--- src/rtl/bac_pkg.sv ---
package bac_pkg;

  // number of lanes in one memory word (full width = all lanes)
  localparam int LANES = 4;

  typedef enum logic [1:0] {
    W_FULL = 2'b00,
    W_HALF = 2'b01,
    W_QUAD = 2'b10,
    W_QALT = 2'b11
  } bac_width_e;

  typedef enum logic [2:0] {
    OP_CLR,
    OP_LOAD,
    OP_INC,
    OP_HOLD,
    OP_PEEK
  } bac_op_e;

endpackage

--- src/rtl/bac_decode.sv ---
module bac_decode
  import bac_pkg::*;
(
  input  logic    clr_n,
  input  logic    ld_n,
  input  logic    adv_n,
  output bac_op_e op
);

  // clear dominates; advance only matters with clear released
  always_comb begin
    if (!clr_n)      op = OP_CLR;
    else if (!adv_n) op = ld_n ? OP_INC : OP_LOAD;
    else             op = ld_n ? OP_HOLD : OP_PEEK;
  end

endmodule

--- src/rtl/bac_counter.sv ---
module bac_counter
  import bac_pkg::*;
#(
  parameter int CNT_W = 17
) (
  input  logic             clk,
  input  logic             rst,
  input  bac_op_e          op,
  input  bac_width_e       width,
  input  logic [CNT_W-1:0] ext_addr,
  output logic [CNT_W-1:0] cnt_q
);

  logic [CNT_W-1:0] ones;
  logic [CNT_W-1:0] range_mask;
  logic [CNT_W-1:0] cnt_d;

  assign ones = '1;

  // range shrinks by one beat bit per step toward full width
  always_comb begin
    case (width)
      W_FULL:  range_mask = ones >> 2;
      W_HALF:  range_mask = ones >> 1;
      default: range_mask = ones;
    endcase
  end

  always_comb begin
    case (op)
      OP_CLR:  cnt_d = '0;
      OP_LOAD: cnt_d = ext_addr & range_mask;
      OP_INC:  cnt_d = (cnt_q + CNT_W'(1)) & range_mask;
      default: cnt_d = cnt_q;
    endcase
  end

  always_ff @(posedge clk) begin
    if (rst) cnt_q <= '0;
    else     cnt_q <= cnt_d;
  end

endmodule

--- src/rtl/bac_addr_map.sv ---
module bac_addr_map
  import bac_pkg::*;
#(
  parameter int ADDR_W = 15,
  localparam int CNT_W = ADDR_W + 2
) (
  input  logic [CNT_W-1:0] cnt,
  input  bac_width_e       width,
  input  logic             msb_first,
  output logic [ADDR_W-1:0] mem_addr,
  output logic [LANES-1:0]  lane_oh,
  output logic [1:0]        beat
);

  always_comb begin
    case (width)
      W_FULL: begin
        mem_addr = cnt[ADDR_W-1:0];
        beat     = 2'b00;
        lane_oh  = 4'b1111;
      end
      W_HALF: begin
        mem_addr = cnt[ADDR_W:1];
        beat     = {1'b0, cnt[0] ^ msb_first};
        lane_oh  = beat[0] ? 4'b1100 : 4'b0011;
      end
      default: begin
        mem_addr = cnt[ADDR_W+1:2];
        beat     = cnt[1:0] ^ {2{msb_first}};
        lane_oh  = 4'b0001 << beat;
      end
    endcase
  end

endmodule

--- src/rtl/bac_out_sel.sv ---
module bac_out_sel
  import bac_pkg::*;
#(
  parameter int LANE_W = 9,
  parameter int CNT_W  = 17,
  localparam int DATA_W = LANE_W * LANES
) (
  input  logic              clk,
  input  logic              rst,
  input  bac_width_e        width,
  input  logic [1:0]        beat,
  input  logic [DATA_W-1:0] mem_rdata,
  input  logic [CNT_W-1:0]  cnt,
  input  logic              rd_q,
  input  logic              rb_q,
  output logic [DATA_W-1:0] rd_data,
  output logic              rd_valid
);

  localparam logic [DATA_W-1:0] LANE_MASK = DATA_W'({LANE_W{1'b1}});
  localparam logic [DATA_W-1:0] HALF_MASK = DATA_W'({(2*LANE_W){1'b1}});

  logic [LANE_W-1:0] lane [LANES];
  logic [DATA_W-1:0] mem_part;
  logic [DATA_W-1:0] cnt_ext;
  logic [DATA_W-1:0] rb_val;
  logic [DATA_W-1:0] hi_ext;
  logic [DATA_W-1:0] snap_q;
  logic              hi_pend_q;
  logic              is_quad;

  for (genvar g = 0; g < LANES; g++) begin : g_lane
    assign lane[g] = mem_rdata[g*LANE_W +: LANE_W];
  end

  assign is_quad = (width != W_FULL) && (width != W_HALF);
  assign cnt_ext = DATA_W'(cnt);
  assign hi_ext  = (cnt_ext >> LANE_W) & LANE_MASK;

  always_comb begin
    case (width)
      W_FULL: begin
        mem_part = mem_rdata;
        rb_val   = cnt_ext;
      end
      W_HALF: begin
        mem_part = DATA_W'({lane[{beat[0], 1'b1}], lane[{beat[0], 1'b0}]});
        rb_val   = cnt_ext & HALF_MASK;
      end
      default: begin
        mem_part = DATA_W'(lane[beat]);
        rb_val   = cnt_ext & LANE_MASK;
      end
    endcase
  end

  // second quarter-width readback beat takes precedence over new data
  always_ff @(posedge clk) begin
    if (rst) begin
      rd_data   <= '0;
      rd_valid  <= 1'b0;
      hi_pend_q <= 1'b0;
      snap_q    <= '0;
    end else if (hi_pend_q) begin
      rd_data   <= snap_q;
      rd_valid  <= 1'b1;
      hi_pend_q <= 1'b0;
    end else if (rb_q) begin
      rd_data   <= rb_val;
      rd_valid  <= 1'b1;
      hi_pend_q <= is_quad;
      snap_q    <= hi_ext;
    end else if (rd_q) begin
      rd_data   <= mem_part;
      rd_valid  <= 1'b1;
    end else begin
      rd_valid  <= 1'b0;
    end
  end

endmodule

--- src/rtl/burst_addr_counter.sv ---
module burst_addr_counter
  import bac_pkg::*;
#(
  parameter int  ADDR_W = 15,
  parameter int  LANE_W = 9,
  localparam int CNT_W  = ADDR_W + 2,
  localparam int DATA_W = LANE_W * LANES
) (
  input  logic              clk,
  input  logic              rst,
  input  logic [1:0]        width_sel,
  input  logic              msb_first,
  input  logic              sel_n,
  input  logic              rd_wr_n,
  input  logic              clr_n,
  input  logic              ld_n,
  input  logic              adv_n,
  input  logic [CNT_W-1:0]  ext_addr,
  input  logic [DATA_W-1:0] mem_rdata,
  output logic [ADDR_W-1:0] mem_addr,
  output logic [LANES-1:0]  mem_lane,
  output logic [DATA_W-1:0] rd_data,
  output logic              rd_valid
);

  bac_width_e       width;
  bac_op_e          op;
  logic [CNT_W-1:0] cnt_q;
  logic [1:0]       beat;
  logic             rd_q;
  logic             rb_q;

  assign width = bac_width_e'(width_sel);

  bac_decode u_dec (
    .clr_n (clr_n),
    .ld_n  (ld_n),
    .adv_n (adv_n),
    .op    (op)
  );

  bac_counter #(.CNT_W(CNT_W)) u_cnt (
    .clk      (clk),
    .rst      (rst),
    .op       (op),
    .width    (width),
    .ext_addr (ext_addr),
    .cnt_q    (cnt_q)
  );

  bac_addr_map #(.ADDR_W(ADDR_W)) u_map (
    .cnt       (cnt_q),
    .width     (width),
    .msb_first (msb_first),
    .mem_addr  (mem_addr),
    .lane_oh   (mem_lane),
    .beat      (beat)
  );

  // access qualifiers travel with the counter register
  always_ff @(posedge clk) begin
    if (rst) begin
      rd_q <= 1'b0;
      rb_q <= 1'b0;
    end else begin
      rd_q <= !sel_n && rd_wr_n;
      rb_q <= !sel_n && rd_wr_n && (op == OP_PEEK);
    end
  end

  bac_out_sel #(.LANE_W(LANE_W), .CNT_W(CNT_W)) u_out (
    .clk       (clk),
    .rst       (rst),
    .width     (width),
    .beat      (beat),
    .mem_rdata (mem_rdata),
    .cnt       (cnt_q),
    .rd_q      (rd_q),
    .rb_q      (rb_q),
    .rd_data   (rd_data),
    .rd_valid  (rd_valid)
  );

endmodule

--- config.mk ---
export PLATFORM = sky130hd
export DESIGN_NAME = burst_addr_counter
export DESIGN_NICKNAME = d
export VERILOG_FILES = /design/src/rtl/bac_pkg.sv /design/src/rtl/bac_decode.sv /design/src/rtl/bac_counter.sv /design/src/rtl/bac_addr_map.sv /design/src/rtl/bac_out_sel.sv /design/src/rtl/burst_addr_counter.sv
export SDC_FILE = /design/constraint.sdc
export NUM_CORES = 1
export LEC_CHECK = 0
export BUFFER_PORTS_ARGS = -buffer_cell sky130_fd_sc_hd__buf_2
export CAP_MARGIN = 20
export CELL_PAD_IN_SITES_DETAIL_PLACEMENT = 1
export CELL_PAD_IN_SITES_GLOBAL_PLACEMENT = 2
export CORE_ASPECT_RATIO = 1.2
export CORE_MARGIN = 4
export CORE_UTILIZATION = 27
export DETAILED_ROUTE_END_ITERATION = 12
export GPL_TIMING_DRIVEN = 0
export PLACE_DENSITY_LB_ADDON = 0.1
export SYNTH_ARGS = -nofsm -noshare
export SYNTH_HDL_FRONTEND = slang
export SYNTH_SLANG_ARGS = --single-unit
--- constraint.sdc ---
create_clock -name clk -period 1.8 [get_ports clk]
set_input_delay 0.36 -clock clk [delete_from_list [all_inputs] [get_ports clk]]
set_output_delay 0.36 -clock clk [all_outputs]
set_load 0.02 [all_outputs]
**Word-level counts from Yosys, hierarchy flattened**

Index checks and enable logic that the tools add are counted.

- Input bits: 63
- Bits in latches: 0
- Register bits after elaboration: 65
- Memories kept: 0
- Memory bits (read-only): 0
- Memory bits (writable): 0

- Divide/modulo/power cells: 0
- Reductions and logical operators: 12
- Equality and inequality tests: 5
- Mux-type cells: 27
- Multipliers: 0
- Add/subtract/negate cells: 1
- $lt $le $gt $ge: 3
- Bitwise logic cells: 9
- Shift-type cells: 1

Operator list:

| operator | number |
|---|---|
| $mux W36 | 3 |
| $pmux W36 S2 | 1 |
| $bmux W9 S2 | 3 |
| $mux W9 | 6 |
| $pmux W17 S3 | 1 |
| $and A17 B17 Y17 | 2 |
| $pmux W17 S2 | 1 |
| $pmux W15 S2 | 1 |
| $add A17 B1 Y17 const B | 1 |
| $mux W17 | 1 |
| $ge A3 B3 Y1 const B | 3 |
| $mux W3 | 3 |
| $not A2 Y3 | 3 |
| $pmux W4 S2 | 1 |
| $reduce_bool A3 Y1 | 2 |
| $mux W4 | 1 |
| $pmux W2 S2 | 1 |
| $shl A1 B2 Y4 const A | 1 |
| $eq A3 B1 Y1 const B | 1 |
| $eq A3 B2 Y1 const B | 1 |
| $eq A3 B3 Y1 const B | 1 |
| $logic_and A1 B1 Y1 | 3 |
| $logic_not A3 Y1 | 1 |
| $mux W1 | 3 |
| 12 further kinds | 13 |

**Longest topological paths before layout**

- Depth after elaboration: 10
- Gate-level depth with buffers: 8
- Depth with buffers taken out: 7

**Hierarchy**

From an unflattened synthesis, not the netlist that was laid out.

- Cell total of the unflattened synthesis: 490
- Area total of the unflattened synthesis: 4157.7 um^2

By module, submodules not included:

| module | area each (um^2) | instances | sequential area each (um^2) | cells an instance |
|---|---|---|---|---|
| bac_out_sel | 2376.0 | 1 | 920.9 | 263 |
| bac_counter | 1202.4 | 1 | 340.3 | 143 |
| bac_addr_map | 481.7 | 1 | 0.0 | 74 |
| burst_addr_counter | 62.6 | 1 | 40.0 | 5 |
| bac_decode | 35.0 | 1 | 0.0 | 5 |

**Least setup slack after synthesis**

Ideal clock, no wire load.

- Path kind: in2out
- Start point: input port width_sel[0]
- End point: output port mem_addr[0]
- Arrival: 1.606 ns
- Path buffers: 3
- Path slack: -0.166 ns
- Stages: 5
- Cell sequence: buf_2 buf_2 buf_2 mux2i_1 o21ai_0

- Cells in the longest elaborated chain, start to end: 2
- Elaborated cells on any way between the ends: 3
- Classes of those cells: eq/ne (1); mux (1); reduce/logical (1)

RTL lines:

| item | RTL line | text |
|---|---|---|
| start, declared | burst_addr_counter.sv:11 | `input logic [1:0] width_sel,` |
| $eq A2 B1 Y1 / $logic_not A2 Y1 (equally long branches) | bac_addr_map.sv:16 | `case (width)` |
| $pmux W15 S2 (*) | bac_addr_map.sv:16 |  |
| end, declared | burst_addr_counter.sv:20 | `output logic [ADDR_W-1:0] mem_addr,` |

Mark *: on every way between the ends. The rest lies on a longest branch, timed or not.

**Final worst setup path**

- Start point: register u_cnt.cnt_q[0]
- End point: output port mem_lane[0]

- Cells in the longest elaborated chain, start to end: 3
- Elaborated cells on any way between the ends: 5
- Classes of those cells: shift (1); mux (2); bitwise (2)

RTL lines:

| item | RTL line | text |
|---|---|---|
| start, declared | bac_counter.sv:11 | `output logic [CNT_W-1:0] cnt_q` |
| start signal, assigned | bac_counter.sv:40 | `else cnt_q <= cnt_d;` |
| $xor A2 B2 Y2 / $xor A1 B1 Y1 (equally long branches) | bac_addr_map.sv:29, bac_addr_map.sv:24 |  |
| $shl A1 B2 Y4 / $mux W4 (equally long branches) | bac_addr_map.sv:30, bac_addr_map.sv:25 |  |
| $pmux W4 S2 (*) | bac_addr_map.sv:16 |  |
| end, declared | burst_addr_counter.sv:21 | `output logic [LANES-1:0] mem_lane,` |

Marked as above.

==> flow_summary.toml <==
[sta]
fin_crit_sh = 1.03
layout_setup_ws_ps = -62.0
final-max-slew-violation-count = 0
worstMarginPinSlew_ps = 639
final_hold_viol_count = 0
max_slew_margin = 0.574
holdWs_ps = 181
period_minus_slack_ps = 1860
rsz0062_at_grt = "yes"
clock.fmax_ghz = 0.537
finalClockSkew_ps = 8.29
setup_violations = 3

[finish]
layout.nets = 714
area.growth.synth_to_final_pct = 42.8
stdcell_area_um2 = 5940
utilization = 0.395
drive_above_1_share = 0.393
fill_cells = 1813
fin_cells = 858
diodes = 0

[floorplan]
die_height_um = 144
ios = 119
core_area_um2 = 15000
dieArea_um2 = 17500
num_rows = 49
initial_core_util = 0.277
die_x_um = 121

[placed_design]
portBuffers = 116
routabilityCongestion = 0.800
dp_slack_ps = -665
dpl_cell_area_um2 = 5010
dp_cells = 826
dpl.hpwl_um = 13300

[power_and_ir_drop]
p_per_area_nw_per_um2 = 713
p_leak_nw = 2.52
p_switching_mw = 1.21
irDropWorstVdd_v = 0.000673
p_int_mw = 3.02
p_seq_frac = 0.353
switching_share = 0.286
clock_power_share = 0.437
pwr-share-comb = 0.210

[route]
wl_met3_um = 691
drt_first_pass_iters = 7
via_per_inst = 5.17
wl_um = 17500
dr.max_layer_used = "met4"
vias = 4437
antenna_left = 0
dr_wl_met2_um = 9060
drt-met1-wl_um = 7480
wl_per_cell_um = 20.4
drc = 0
drt_iter0_markers = 190

[setup_path]
rr_worst_depth = 8
cp-end-kind = "primary output"
critPathArrivalTime_ps = 1500
cp.depth = 6
crit_start = "u_cnt.cnt_q[0]"
cpLargestDelayFamily = "buffers and inverters"
path_class = "reg -> out"
cp_max_fo = 4
worst-path-buf-inv = 3
path_common_cell = "buf_6"
crit_path_top_delay_cell = "dfxtp_2"
crit_path_max_incr_delay_ps = 320
crit_end = "mem_lane[0]"
reg2reg_to = "u_out.rd_data[5]"
start_kind = "flip-flop"
crit-reg2reg-launch = "u_cnt.cnt_q[0]"
cp_data_required_time_ps = 1440
path_cells = "buf_6, xor2_4, and2b_4, buf_12, nor2_4, buf_6"
rrSetupSlack_ps = 10

[yosys]
synth.most_common_cell = "dfxtp_1"
yosysTopAreaCellShare = 0.313
yosysTopAreaCell = "dfxtp_1"
seq_area_frac_synth = 0.313
synth-async-reset-ratio = 0
ys.flop_type = "dfxtp_1"
syn_area_um2 = 4160
synth_fp_nets = 571
synth.distinct_cells = 62
ys_top_cells_by_area = "dfxtp_1, mux2i_1, a22o_1, a21oi_1, nand2_1"
yosys-top-cells-count = "dfxtp_1, nand2_1, a21oi_1"
synth_edf_count = 0
yosysWarningCount = 0
synthCells = 506
avgSynthCellArea_um2 = 8.22
ys_ff_latch = 65

[flow_run]
cap_violations = 0

[global_route]
grt_max_degree = 12
grt_pass1_wl_um = 26800
grt_pass1_vias = 4747
globalRouteTotalUtil = 0.202
antenna_found_initial = 0
grt.overflow.total = 0

[clock_tree]
clock_latency_ps = 340
htreeDepth = 3
holdBufCountCts = 0
cts_sinks = 65
cts_root_buf = "clkbuf_16"
cts_tree = "done"
numCtsBuffers = 9
cts.clk_slew.worst_paths_ps = 60
cts_buffer_depth = 2

[run_status]
violations = "setup timing"
status = "finished, violations left"

[hold_path]
hold_depth = 2
hold_path.class = "in -> reg"
-- stage by stage --
stage | TNS (ps) | total power, mW
after floorplan | -193 | 1.97
after global placement | -19760 | 2.23
after detailed placement | -21250 | 2.24
after CTS | -300 | 4.21
after global routing | -946 | 4.40
final | -150 | 4.23
-- cell usage in the layout, fill, tap and decap left out, types with 5 or more instances in the layout --
cell / netlist / final
clkbuf_1: 28 / 9
o21ai_1: 0 / 14
nand2_1: 55 / 55
a222oi_1: 5 / 5
nor3_1: 11 / 10
buf_6: 2 / 14
mux2_4: 4 / 6
a211oi_1: 8 / 8
buf_4: 5 / 31
a21oi_1: 45 / 44
dfxtp_1: 65 / 61
a22o_1: 26 / 26
o21ai_2: 0 / 8
o22a_1: 6 / 6
o21ai_0: 37 / 15
nor2_1: 27 / 21
clkbuf_2: 0 / 6
a221oi_2: 4 / 7
buf_2: 20 / 114
nor2b_1: 12 / 11
inv_1: 7 / 7
clkbuf_16: 0 / 12
nand2b_1: 8 / 8
mux2i_1: 39 / 37
-- flip-flops by register name, indices dropped and copies added (netlist names) --
signal / count
u_out.hi_pend_q: 1
u_out.snap_q: 8
u_out.rd_data: 36
rb_q: 1
rd_q: 1
u_cnt.cnt_q: 17
u_out.rd_valid: 1
-- area by class of cell --
| class | count | area (um^2) | share of cell area |
|---|---|---|---|
| timing repair buffer | 137 | 795 | 0.134 |
| clock inverter | 4 | 51.3 | 0.00864 |
| tap | 204 | 255 | 0.0430 |
| sequential | 65 | 1310 | 0.220 |
| clock buffer | 12 | 256 | 0.0432 |
| multi-input combinational | 377 | 2790 | 0.470 |
| buffer | 52 | 458 | 0.0771 |
| inverter | 7 | 26.3 | 0.00442 |
-- kinds of logic after synthesis --
group           after synthesis  share of synthesized area
compound gates              167                      0.275
xor+xnor                      9                     0.0208
fa+ha+maj                     2                    0.00602
buf+inv                      64                     0.0719
flops                        65                      0.313
mux                          48                      0.122
simple gates                151                      0.191
-- worst register-to-register path: cells and delay by family (launching register included) --
kind                   cells  cell delay (ps)
XOR/XNOR                   1              150
multiplexers               1              310
flip-flops                 1              330
buffers and inverters      3              370
AND/OR/NAND/NOR            1              200
AO/OA/AOI/OAI              2              320
-- power groups by stage --
| stage | combinational (mW) | sequential [mW] | clock, mW |
|---|---|---|---|
| after floorplan | 0.428 | 1.54 | 0 |
| after global placement | 0.710 | 1.52 | 0 |
| after detailed placement | 0.722 | 1.52 | 0 |
| after CTS | 0.833 | 1.49 | 1.89 |
| after global routing | 0.957 | 1.50 | 1.94 |
| final | 0.890 | 1.49 | 1.85 |
-- per-layer routing --
metal,GRT usage,vias to the layer above
met1,0.237,2173
met5,0,-
met4,0.0661,0
li1,-,2140
met2,0.369,105
met3,0.0354,19
-- how the worst min path moves through the flow --
stage                                 start                 to
after floorplan             u_out.snap_q[4]    u_out.snap_q[4]
after global placement      u_out.snap_q[1]    u_out.snap_q[1]
after detailed placement  u_out.rd_data[30]  u_out.rd_data[30]
after CTS                             sel_n               rd_q
after global routing                  sel_n               rd_q
final                                 sel_n               rd_q
-- what timing repair did --
item | 4_1_cts | 5_1_grt
endpoints found under the setup margin | 55 | 56
gates resized for setup | 82 | 67
pin swaps | 8 | 11
buffers inserted | 17 | 4
Power figures use the tool's default switching activity.
